## config.mk

```make
export PLATFORM = sky130hd
export DESIGN_NAME = fsb_bank
export DESIGN_NICKNAME = d
export VERILOG_FILES = /design/src/rtl/fsb_pkg.sv /design/src/rtl/fsb_decode.sv /design/src/rtl/fsb_glob.sv /design/src/rtl/fsb_win.sv /design/src/rtl/fsb_bank.sv
export SDC_FILE = /design/constraint.sdc
export NUM_CORES = 1
export LEC_CHECK = 0
export ABC_AREA = 1
export BUFFER_PORTS_ARGS = -buffer_cell sky130_fd_sc_hd__buf_2
export CAP_MARGIN = 40
export CELL_PAD_IN_SITES_DETAIL_PLACEMENT = 1
export CELL_PAD_IN_SITES_GLOBAL_PLACEMENT = 2
export CORE_ASPECT_RATIO = 0.8
export CORE_MARGIN = 4
export CORE_UTILIZATION = 35
export CTS_BUF_LIST = sky130_fd_sc_hd__clkbuf_16
export DETAILED_ROUTE_END_ITERATION = 12
export PLACE_DENSITY_LB_ADDON = 0.1
export SLEW_MARGIN = 15
export SYNTH_ARGS = -nofsm -noshare
export SYNTH_HDL_FRONTEND = slang
export SYNTH_SLANG_ARGS = --single-unit
```

## constraint.sdc

```tcl
create_clock -name clk -period 12.6 [get_ports clk]
set_clock_uncertainty 0.15 [all_clocks]
set_input_delay 1.26 -clock clk [delete_from_list [all_inputs] [get_ports clk]]
set_output_delay 1.26 -clock clk [all_outputs]
set_load 0.01 [all_outputs]
```

## src/rtl/fsb_pkg.sv

```systemverilog
// Shared constants and types for the frame-boundary shadow register bank.
// Assumes four word registers per window, so the low two bits of a window
// offset select the register inside the window.
package fsb_pkg;
    localparam int WREGS = 4;

    typedef enum logic [1:0] {
        WR_CTRL = 2'd0,
        WR_BASE = 2'd1,
        WR_POS  = 2'd2,
        WR_SIZE = 2'd3
    } wreg_e;

    typedef enum logic [2:0] {
        K_NONE  = 3'd0,
        K_GCTRL = 3'd1,
        K_UPD   = 3'd2,
        K_PROT  = 3'd3,
        K_WIN   = 3'd4
    } kind_e;

    localparam int A_GCTRL   = 0;
    localparam int A_UPDATE  = 1;
    localparam int A_PROTECT = 2;
    localparam int A_WIN0    = 8;

    localparam int G_RUN_IMM = 0;
    localparam int G_RUN_FRM = 1;
    localparam int G_SWRST   = 7;
endpackage

```

## src/rtl/fsb_decode.sv

```systemverilog
// Address decoder: classifies a word address as global control, update,
// protect, a window register, or unmapped. It gives the window number and
// the register index. Purely combinational; used once for writes and once
// for reads.
module fsb_decode #(
    parameter int NUM_WIN = 2,
    parameter int ADDR_W  = 6,
    localparam int WIN_IW = (NUM_WIN > 1) ? $clog2(NUM_WIN) : 1
) (
    input  logic [ADDR_W-1:0] addr,
    output fsb_pkg::kind_e    kind,
    output logic [WIN_IW-1:0] win,
    output logic [1:0]        ridx
);
    import fsb_pkg::*;

    localparam int SPAN = NUM_WIN * WREGS;

    logic [ADDR_W-1:0] off;
    assign off = addr - ADDR_W'(A_WIN0);

    // Classify the address and split a window offset into window and index.
    always_comb begin
        kind = K_NONE;
        win  = '0;
        ridx = '0;
        if (addr == ADDR_W'(A_GCTRL)) begin
            kind = K_GCTRL;
        end else if (addr == ADDR_W'(A_UPDATE)) begin
            kind = K_UPD;
        end else if (addr == ADDR_W'(A_PROTECT)) begin
            kind = K_PROT;
        end else if (addr >= ADDR_W'(A_WIN0) && off < ADDR_W'(SPAN)) begin
            kind = K_WIN;
            win  = WIN_IW'(off / ADDR_W'(WREGS));
            ridx = off[1:0];
        end
    end
endmodule

```

## src/rtl/fsb_glob.sv

```systemverilog
// Global state: run bits, per-window protect bits, the global pending flag,
// soft-reset and update-request detection. Assumes the write strobes come
// from the decoder and that vsync lasts exactly one cycle.
module fsb_glob #(
    parameter int NUM_WIN = 2,
    parameter int DATA_W  = 32
) (
    input  logic               clk,
    input  logic               rst_n,
    input  logic               gctrl_we,
    input  logic               upd_we,
    input  logic               prot_we,
    input  logic [DATA_W-1:0]  wr_data,
    input  logic               vsync,
    output logic               clr,
    output logic               arm,
    output logic [NUM_WIN-1:0] prot,
    output logic               run_imm,
    output logic               run_frm_shd,
    output logic               run_frm_act,
    output logic               g_pend
);
    import fsb_pkg::*;

    assign clr = gctrl_we & wr_data[G_SWRST];
    assign arm = upd_we & wr_data[0] & ~clr;

    // Shadow run bits; soft reset wins over the bits written with it.
    always_ff @(posedge clk) begin
        if (!rst_n || clr) begin
            run_imm     <= 1'b0;
            run_frm_shd <= 1'b0;
        end else if (gctrl_we) begin
            run_imm     <= wr_data[G_RUN_IMM];
            run_frm_shd <= wr_data[G_RUN_FRM];
        end
    end

    // Protect bits act at once; they gate transfers, not the shadow.
    always_ff @(posedge clk) begin
        if (!rst_n || clr) begin
            prot <= '0;
        end else if (prot_we) begin
            prot <= wr_data[NUM_WIN-1:0];
        end
    end

    // Global pending: a new request outranks the clear from a vsync.
    always_ff @(posedge clk) begin
        if (!rst_n || clr) begin
            g_pend <= 1'b0;
        end else if (arm) begin
            g_pend <= 1'b1;
        end else if (vsync) begin
            g_pend <= 1'b0;
        end
    end

    // Active frame-synchronous run bit loads only at a transferring vsync.
    always_ff @(posedge clk) begin
        if (!rst_n || clr) begin
            run_frm_act <= 1'b0;
        end else if (vsync && g_pend) begin
            run_frm_act <= run_frm_shd;
        end
    end

    a_r8_frm_hold: assert property (@(posedge clk) disable iff (!rst_n)
        (!(vsync && g_pend) && !clr) |=> $stable(run_frm_act));
    a_r9_clear: assert property (@(posedge clk) disable iff (!rst_n)
        clr |=> (prot == '0 && !g_pend && !run_frm_act && !run_imm));
    a_r10_arm_wins: assert property (@(posedge clk) disable iff (!rst_n)
        arm |=> g_pend);
endmodule

```

## src/rtl/fsb_win.sv

```systemverilog
// One window's shadow and active register sets and its pending flag. The
// active set copies the shadow at a vsync when the window is pending and not
// protected. Assumes the control register keeps only enable and format bits.
module fsb_win #(
    parameter int DATA_W = 32,
    parameter int FMT_W  = 3
) (
    input  logic              clk,
    input  logic              rst_n,
    input  logic              clr,
    input  logic              we,
    input  logic [1:0]        widx,
    input  logic [DATA_W-1:0] wdata,
    input  logic              arm,
    input  logic              vsync,
    input  logic              prot,
    input  logic [1:0]        ridx,
    output logic [DATA_W-1:0] rdata,
    output logic              pend,
    output logic              act_en,
    output logic [FMT_W-1:0]  act_fmt,
    output logic [DATA_W-1:0] act_base,
    output logic [DATA_W-1:0] act_pos,
    output logic [DATA_W-1:0] act_size
);
    import fsb_pkg::*;

    localparam logic [DATA_W-1:0] CTRL_MASK = DATA_W'((1 << (FMT_W + 1)) - 1);

    logic [DATA_W-1:0] shd [WREGS];
    logic [DATA_W-1:0] act [WREGS];
    logic              xfer;

    assign xfer = vsync & pend & ~prot;

    // Shadow write; the control register drops bits it does not define.
    always_ff @(posedge clk) begin
        if (!rst_n || clr) begin
            for (int i = 0; i < WREGS; i++) shd[i] <= '0;
        end else if (we) begin
            shd[widx] <= (widx == WR_CTRL) ? (wdata & CTRL_MASK) : wdata;
        end
    end

    // Active copy loads the whole window at once on a transfer.
    always_ff @(posedge clk) begin
        if (!rst_n || clr) begin
            for (int i = 0; i < WREGS; i++) act[i] <= '0;
        end else if (xfer) begin
            for (int i = 0; i < WREGS; i++) act[i] <= shd[i];
        end
    end

    // Pending flag: set by a request, kept while protected, cleared on transfer.
    always_ff @(posedge clk) begin
        if (!rst_n || clr) begin
            pend <= 1'b0;
        end else if (arm) begin
            pend <= 1'b1;
        end else if (xfer) begin
            pend <= 1'b0;
        end
    end

    assign rdata    = shd[ridx];
    assign act_en   = act[WR_CTRL][0];
    assign act_fmt  = act[WR_CTRL][FMT_W:1];
    assign act_base = act[WR_BASE];
    assign act_pos  = act[WR_POS];
    assign act_size = act[WR_SIZE];

    a_r3_hold: assert property (@(posedge clk) disable iff (!rst_n)
        (!(vsync && pend && !prot) && !clr) |=> ($stable(act_base) && $stable(act_en) && $stable(act_size)));
    a_r4_load: assert property (@(posedge clk) disable iff (!rst_n)
        (vsync && pend && !prot && !clr) |=> (act_base == $past(shd[WR_BASE]) && act_pos == $past(shd[WR_POS])));
    a_r6_keep: assert property (@(posedge clk) disable iff (!rst_n)
        (pend && prot && !clr) |=> pend);
endmodule

```

## src/rtl/fsb_bank.sv

```systemverilog
// Top of the frame-boundary shadow register bank. It decodes the register
// port, instantiates the global block and one window block per window, and
// muxes shadow contents onto the read port. Assumes vsync is a single-cycle
// pulse synchronous to clk.
module fsb_bank #(
    parameter int NUM_WIN = 2,
    parameter int DATA_W  = 32,
    parameter int ADDR_W  = 6,
    parameter int FMT_W   = 3
) (
    input  logic                       clk,
    input  logic                       rst_n,
    input  logic                       wr_en,
    input  logic [ADDR_W-1:0]          wr_addr,
    input  logic [DATA_W-1:0]          wr_data,
    input  logic [ADDR_W-1:0]          rd_addr,
    output logic [DATA_W-1:0]          rd_data,
    input  logic                       vsync,
    output logic                       run_imm_o,
    output logic                       run_frm_o,
    output logic [NUM_WIN-1:0]         win_en_o,
    output logic [NUM_WIN*FMT_W-1:0]   win_fmt_o,
    output logic [NUM_WIN*DATA_W-1:0]  win_base_o,
    output logic [NUM_WIN*DATA_W-1:0]  win_pos_o,
    output logic [NUM_WIN*DATA_W-1:0]  win_size_o,
    output logic [NUM_WIN:0]           pend_o
);
    import fsb_pkg::*;

    localparam int WIN_IW = (NUM_WIN > 1) ? $clog2(NUM_WIN) : 1;

    kind_e             wkind, rkind;
    logic [WIN_IW-1:0] wwin, rwin;
    logic [1:0]        wridx, rridx;

    logic               clr, arm, run_frm_shd, g_pend;
    logic [NUM_WIN-1:0] prot, win_pend;
    logic [DATA_W-1:0]  win_rdata [NUM_WIN];

    fsb_decode #(.NUM_WIN(NUM_WIN), .ADDR_W(ADDR_W)) u_wdec (
        .addr(wr_addr), .kind(wkind), .win(wwin), .ridx(wridx)
    );
    fsb_decode #(.NUM_WIN(NUM_WIN), .ADDR_W(ADDR_W)) u_rdec (
        .addr(rd_addr), .kind(rkind), .win(rwin), .ridx(rridx)
    );

    fsb_glob #(.NUM_WIN(NUM_WIN), .DATA_W(DATA_W)) u_glob (
        .clk(clk), .rst_n(rst_n),
        .gctrl_we(wr_en && wkind == K_GCTRL),
        .upd_we(wr_en && wkind == K_UPD),
        .prot_we(wr_en && wkind == K_PROT),
        .wr_data(wr_data), .vsync(vsync),
        .clr(clr), .arm(arm), .prot(prot),
        .run_imm(run_imm_o), .run_frm_shd(run_frm_shd),
        .run_frm_act(run_frm_o), .g_pend(g_pend)
    );

    for (genvar g = 0; g < NUM_WIN; g++) begin : g_win
        fsb_win #(.DATA_W(DATA_W), .FMT_W(FMT_W)) u_win (
            .clk(clk), .rst_n(rst_n), .clr(clr),
            .we(wr_en && wkind == K_WIN && wwin == WIN_IW'(g)),
            .widx(wridx), .wdata(wr_data),
            .arm(arm), .vsync(vsync), .prot(prot[g]),
            .ridx(rridx), .rdata(win_rdata[g]),
            .pend(win_pend[g]),
            .act_en(win_en_o[g]),
            .act_fmt(win_fmt_o[g*FMT_W +: FMT_W]),
            .act_base(win_base_o[g*DATA_W +: DATA_W]),
            .act_pos(win_pos_o[g*DATA_W +: DATA_W]),
            .act_size(win_size_o[g*DATA_W +: DATA_W])
        );
    end

    assign pend_o = {win_pend, g_pend};

    // Read mux: shadow contents, pending status, or zero when unmapped.
    always_comb begin
        rd_data = '0;
        case (rkind)
            K_GCTRL: rd_data = DATA_W'({run_frm_shd, run_imm_o});
            K_UPD:   rd_data = DATA_W'(pend_o);
            K_PROT:  rd_data = DATA_W'(prot);
            K_WIN:   rd_data = win_rdata[rwin];
            default: rd_data = '0;
        endcase
    end

    a_r4_arm_all: assert property (@(posedge clk) disable iff (!rst_n)
        arm |=> ($countones(pend_o) == NUM_WIN + 1));
    a_r11_unmapped_read: assert property (@(posedge clk) disable iff (!rst_n)
        (rkind == K_NONE) |-> (rd_data == '0));
endmodule

```

**Word level (Yosys, flattened, before mapping)**

Memory sizes are Yosys's and may differ from the RTL's.
Cells that the tools add are included.

- Output and inout bits: 237
- Flip-flop bits (word level): 8
- Memories kept: 4
- RAM bits: 512

Memory list:

| name | words | bits a word | read ports | clocked after Yosys merged registers in | wr ports | RTL line | text |
|---|---|---|---|---|---|---|---|
| g_win[0].u_win.act | 4 | 32 | 4 | 0 | 4 | fsb_win.sv:31 | `logic [DATA_W-1:0] act [WREGS];` |
| g_win[0].u_win.shd | 4 | 32 | 5 | 0 | 4 | fsb_win.sv:30 | `logic [DATA_W-1:0] shd [WREGS];` |
| g_win[1].u_win.act | 4 | 32 | 4 | 0 | 4 | fsb_win.sv:31 |  |
| g_win[1].u_win.shd | 4 | 32 | 5 | 0 | 4 | fsb_win.sv:30 |  |

- Magnitude comparators: 5
- Bitwise gates (word level): 20
- Add/sub/neg operators: 2
- Equal/unequal tests: 12
- Mux-type cells: 63
- Reduce and logical (&&, ||, !) cells: 19

Operator list:

| operator | number |
|---|---|
| 32-bit 2-to-1 mux | 14 |
| 32-bit case mux with 4 select lines | 1 |
| 32-bit OR reduction | 2 |
| 1-bit 2-to-1 mux | 30 |
| 3-bit 2-to-1 mux | 8 |
| 2-bit 2-to-1 mux | 10 |
| 3-bit by 2-bit == test with 1-bit output, second input constant | 4 |
| 6-bit by 1-bit == test with 1-bit output, second input constant | 2 |
| 6-bit by 2-bit == test with 1-bit output, second input constant | 2 |
| 6-bit by 4-bit greater-or-equal comparator with 1-bit output, second input constant | 2 |
| 6-bit logical NOT | 2 |
| 6-bit by 4-bit < comparator with 1-bit output, second input constant | 2 |
| 6-bit by 4-bit subtractor with 6-bit output, second input constant | 2 |
| 1-bit logical AND | 9 |
| 1-bit OR | 8 |
| 1-bit bitwise AND | 7 |
| 3-bit by 1-bit == test with 1-bit output, second input constant | 2 |
| 3-bit == test, second input constant | 2 |
| 2-bit nonzero test | 3 |
| 1-bit inverter | 4 |
| 2-bit greater-or-equal comparator, second input constant | 1 |
| 2-bit logical NOT | 1 |
| 1-bit inverter with 2-bit output | 1 |
| 1-bit logical NOT | 1 |
| 1-bit logical OR | 1 |

**Depth between registers and ports, before layout**

- Depth in word-level cells: 15
- Gate-level depth with buffers: 13
- Mapped depth without buffers: 11

**By module**

From an unflattened synthesis, not the netlist that was laid out.

- Cells, all modules: 2000
- Area total of the unflattened synthesis: 20912.6 µm²

By module, submodules not included:

| module | times used | area an instance (µm²) | cells an instance |
|---|---|---|---|
| fsb_win | 2 | 9893.2 | 890 |
| fsb_bank | 1 | 649.4 | 140 |
| fsb_glob | 1 | 259.0 | 32 |
| fsb_decode | 2 | 108.9 | 24 |

**Worst setup path before layout**

No wires, ideal clock.

- Kind: input port to flip-flop
- Start point: input port vsync
- End point: memory g_win[1].u_win.act[0][0] (enable)
- Data arrival time: 8324 ps
- Setup slack: 3429 ps
- Data required time: 11753 ps
- Cell stages on the path: 2
- Setup time: 697 ps
- Path through: nand2_1 o21ai_0

RTL lines:

| element | RTL line | text |
|---|---|---|
| from (decl) | fsb_bank.sv:18 | `input logic vsync,` |
| to (decl) | fsb_win.sv:31 |  |

**Final worst setup path**

- Start point: input port rd_addr[3]
- End point: output port rd_data[18]

- Longest elaborated chain between the ends: 12
- Elaborated cells between the ends (all ways): 30

Ends and longest elaborated chain:

| element | RTL line | text |
|---|---|---|
| from (decl) | fsb_bank.sv:16 | `input logic [ADDR_W-1:0] rd_addr,` |
| 6-bit by 4-bit subtractor with 6-bit output | fsb_decode.sv:20 | `assign off = addr - ADDR_W'(A_WIN0);` |
| 6-bit by 4-bit < comparator with 1-bit output | fsb_decode.sv:33 | `end else if (addr >= ADDR_W'(A_WIN0) && off < ADDR_W'(SPAN)) begin` |
| 1-bit logical AND | fsb_decode.sv:33 |  |
| 2-bit 2-to-1 mux or 1-bit 2-to-1 mux (tied branches) | fsb_decode.sv:33 |  |
| 2-bit 2-to-1 mux or 1-bit 2-to-1 mux (tied branches) | fsb_decode.sv:31 | `end else if (addr == ADDR_W'(A_PROTECT)) begin` |
| 2-bit 2-to-1 mux or 1-bit 2-to-1 mux (tied branches) | fsb_decode.sv:29 | `end else if (addr == ADDR_W'(A_UPDATE)) begin` |
| 2-bit 2-to-1 mux or 1-bit 2-to-1 mux (tied branches) | fsb_decode.sv:27 | `if (addr == ADDR_W'(A_GCTRL)) begin` |
| memory 4 x 32 bit or 1-bit inverter with 2-bit output (tied branches) | - |  |
| 32-bit 2-to-1 mux (implied by the code) (3 in a row) | fsb_bank.sv:83 | `K_WIN: rd_data = win_rdata[rwin];` |
| 32-bit case mux with 4 select lines (*) | fsb_bank.sv:79 | `case (rkind)` |
| to (decl) | fsb_bank.sv:17 | `output logic [DATA_W-1:0] rd_data,` |

Mark *: on every way between the ends. The rest lies on a longest branch, timed or not. The select of a mux whose other input is x is not followed.

==> metrics.txt <==
run status complete, no violations; WP data required 11.19 ns; critical setup path kind in2out; post-CTS resize count 0; placed cell areas 0.0223 sq mm; FP Rows 77; Seq/Total Area, Yosys 70.4%; hpwl dp 43,800 microns; power per cell area 150 mW/mm^2; top layer in use met5; Hold Slack 0.323 ns; initial antenna violation count 2; reg2reg start g_win[0].u_win.pend; Chip Width 273 microns; relative slew slack 42.8%; Die Span Y 220 microns; worst hold path type reg2reg; Starting Density 35.5%; vias in the first global route 14.8k; reg2reg setup slack 9.62 ns; Hold Path Stages 2; Final Wtd Congestion 0.796; sequential power share 49.9%; Slew Limit Fails 0; CTS H-tree lvls 2; min-delay src u_glob.run_frm_act; DRC violations left 0; Iteration-0 DRC Markers 1,193; final hold vios 0; total CTS buffers 50; Worst Setup End Kind output port; largest net degree at the start of global routing 64; post-route cell area 0.0240 sq mm; WL per Instance 23.0 microns; final setup TNS 0 ns; Lkg Pwr 0.0103 uW; critical-path maximum fanout 44; most frequent cells in the layout 456 x edfxtp_1, 331 x nand2_1, 309 x nor2_1; CP Launch Type primary input; GRT Overall Usage 22.3%; CTS tree built; hold path endpoint u_glob.run_frm_act; fin crit period 5.85 ns; largest buffer count on any clock path 3; worst r2r dst g_win[0].u_win.act[0][114]; maximum capacitance violations 0; area of the core 0.0555 sq mm; Switching Power 849 uW; switch share 23.6%; fill count 6,167; metal3 WL 4310 microns; RSZ-0062 raised after global routing no; mean post-synth cell area 10.8 sq um; Worst R2R Path Depth 4; antenna-violating nets left 0; P&R area growth vs syn 21.8%; Setup violations, final 0; Pre-antenna DRT Iters 6; Int Power 2760 uW; Reg clk slew, reported paths 0.06 ns; gr ovfl total 0; Worst-Skew Late Latency 0.59 ns; setup bufs post-CTS 0; Max Fclk 171 MHz; Comb power frac 7.1%; wire length on met1 31,800 microns; Ys Warns 0; Nets 2,190; DP Cell Count 2,837; Worst Max-Slew Pin Slew 0.858 ns; antenna cell count 0; Buffers on Ports 284; share of cells above drive strength 1 19.8%; met2 WL 30,300 microns; commonest non-fill, non-tap cell in the layout edfxtp_1; die area 0.0601 sq mm; WP data arrival 4.44 ns; global-route wire length before repair 99,000 microns; Tcrit/Tclk final 46.4%; Max IR drop VDD 0.0000828 V; TritonCTS Sinks 464; Post-Route WL 67,500 microns; clock network power share 43.0%; I/O pin cnt 285; Seq cells post-synth 464; Clock Root Buffer clkbuf_16; Vias/cell 4.89; Syn Inst Count 1,825; Netlist cell types 28; # hold bufs at CTS 0; vias 14.3k; Non-Filler Instances 2,931; cell area after synthesis 0.0197 sq mm
## worst max path at each step
stage / startpoint / end / slack (ns) / cells past startpoint
final: rd_addr[3] / rd_data[18] / 6.75 / 17
after global routing: rd_addr[3] / rd_data[18] / 6.49 / 17
after CTS: rd_addr[3] / rd_data[18] / 6.66 / 17
after detailed placement: rd_addr[3] / rd_data[18] / 6.67 / 17
after global placement: rd_addr[3] / rd_data[19] / 6.36 / 15
after floorplan: vsync / g_win[1].u_win.act[0][0] / 3.43 / 2
## synth_stat cells
library cell / n / area share, %
nor2_1: 311 / 5.9
buf_4: 5 / 0.19
nor3_1: 107 / 2.7
conb_1: 1 / 0.019
inv_1: 253 / 4.8
edfxtp_1: 456 / 70
nand4_1: 28 / 0.89
o211ai_1: 34 / 1.3
a21oi_2: 1 / 0.044
buf_2: 59 / 1.5
dfxtp_1: 8 / 0.81
a21oi_1: 7 / 0.18
nor3_2: 1 / 0.051
buf_1: 4 / 0.076
o21ai_0: 10 / 0.25
a21oi_4: 1 / 0.083
a21boi_2: 1 / 0.057
clkbuf_1: 39 / 0.74
buf_6: 3 / 0.17
nand3_1: 142 / 3.6
nand2_2: 5 / 0.16
nor3_4: 1 / 0.083
nand3b_1: 1 / 0.038
or2_2: 1 / 0.032
nor2_2: 1 / 0.032
inv_2: 7 / 0.13
nand2_1: 336 / 6.4
ha_1: 2 / 0.13
## state kept, by name (all words and copies together) (netlist names)
name                flops
u_glob.prot             2
g_win.u_win.act       200
u_glob.run_frm_act      1
g_win.u_win.shd       256
g_win.u_win.pend        2
u_glob.g_pend           1
u_glob.run_frm_shd      1
u_glob.run_imm          1
## worst max-delay path, stage by stage
cell and delay, ns:
buf_2 0.09, inv_1 0.05, ha_1 0.26, nand2_1 0.07
a21oi_4 0.11, buf_4 0.38, nand3_4 0.40, buf_12 0.35
clkinv_2 0.06, buf_4 0.43, buf_12 0.31, nand2_1 0.09
nand3_1 0.11, nand2_1 0.09, nand2_1 0.10, nand2_1 0.09
buf_2 0.15
## per-layer routing
| layer | vias up | track usage [%] |
|---|---|---|
| met5 | - | 0 |
| met1 | 7252 | 32.9 |
| met4 | 2 | 4.38 |
| met2 | 400 | 34.8 |
| li1 | 6618 | - |
| met3 | 67 | 4.03 |
## layout make-up
cell class	count	area [sq um]	area share, %
Sequential cell	464	13900	57.7
Multi-Input combinational cell	1046	4700	19.6
Timing Repair Buffer	318	1820	7.58
Clock buffer	51	1280	5.32
Inverter	260	977	4.07
Tap cell	750	938	3.91
Clock inverter	42	422	1.76
## kinds of logic (layout without fill, tap and decap cells)
group | after synthesis | count (layout) | synth area share [%]
AO/OA/AOI/OAI | 54 | 54 | 1.91
adder cells (fa/ha/maj) | 2 | 2 | 0.127
buffers and inverters | 370 | 671 | 7.64
flip-flops | 464 | 464 | 70.4
other | 1 | 56 | 0.0190
AND/OR/NAND/NOR | 934 | 934 | 19.9
## power by group through the flow
stage / Combinational [uW] / Clock [uW] / Sequential (uW)
finish: 256 / 1550 / 1800
global placement: 251 / 0 / 1830
global route: 282 / 1650 / 1810
CTS: 259 / 1590 / 1800
detailed placement: 257 / 0 / 1830
floorplan: 121 / 0 / 1840
## through the flow
stage                     power, uW  utilization, %  worst slack (ns)
after floorplan                1960               -              3.43
after detailed placement       2090            40.1              6.67
after global routing           3740            43.2              6.49
after CTS                      3650            43.2              6.66
after global placement         2080            39.8              6.36
final                          3600            43.2              6.75
No activity file was read; power rests on OpenSTA's default activity.
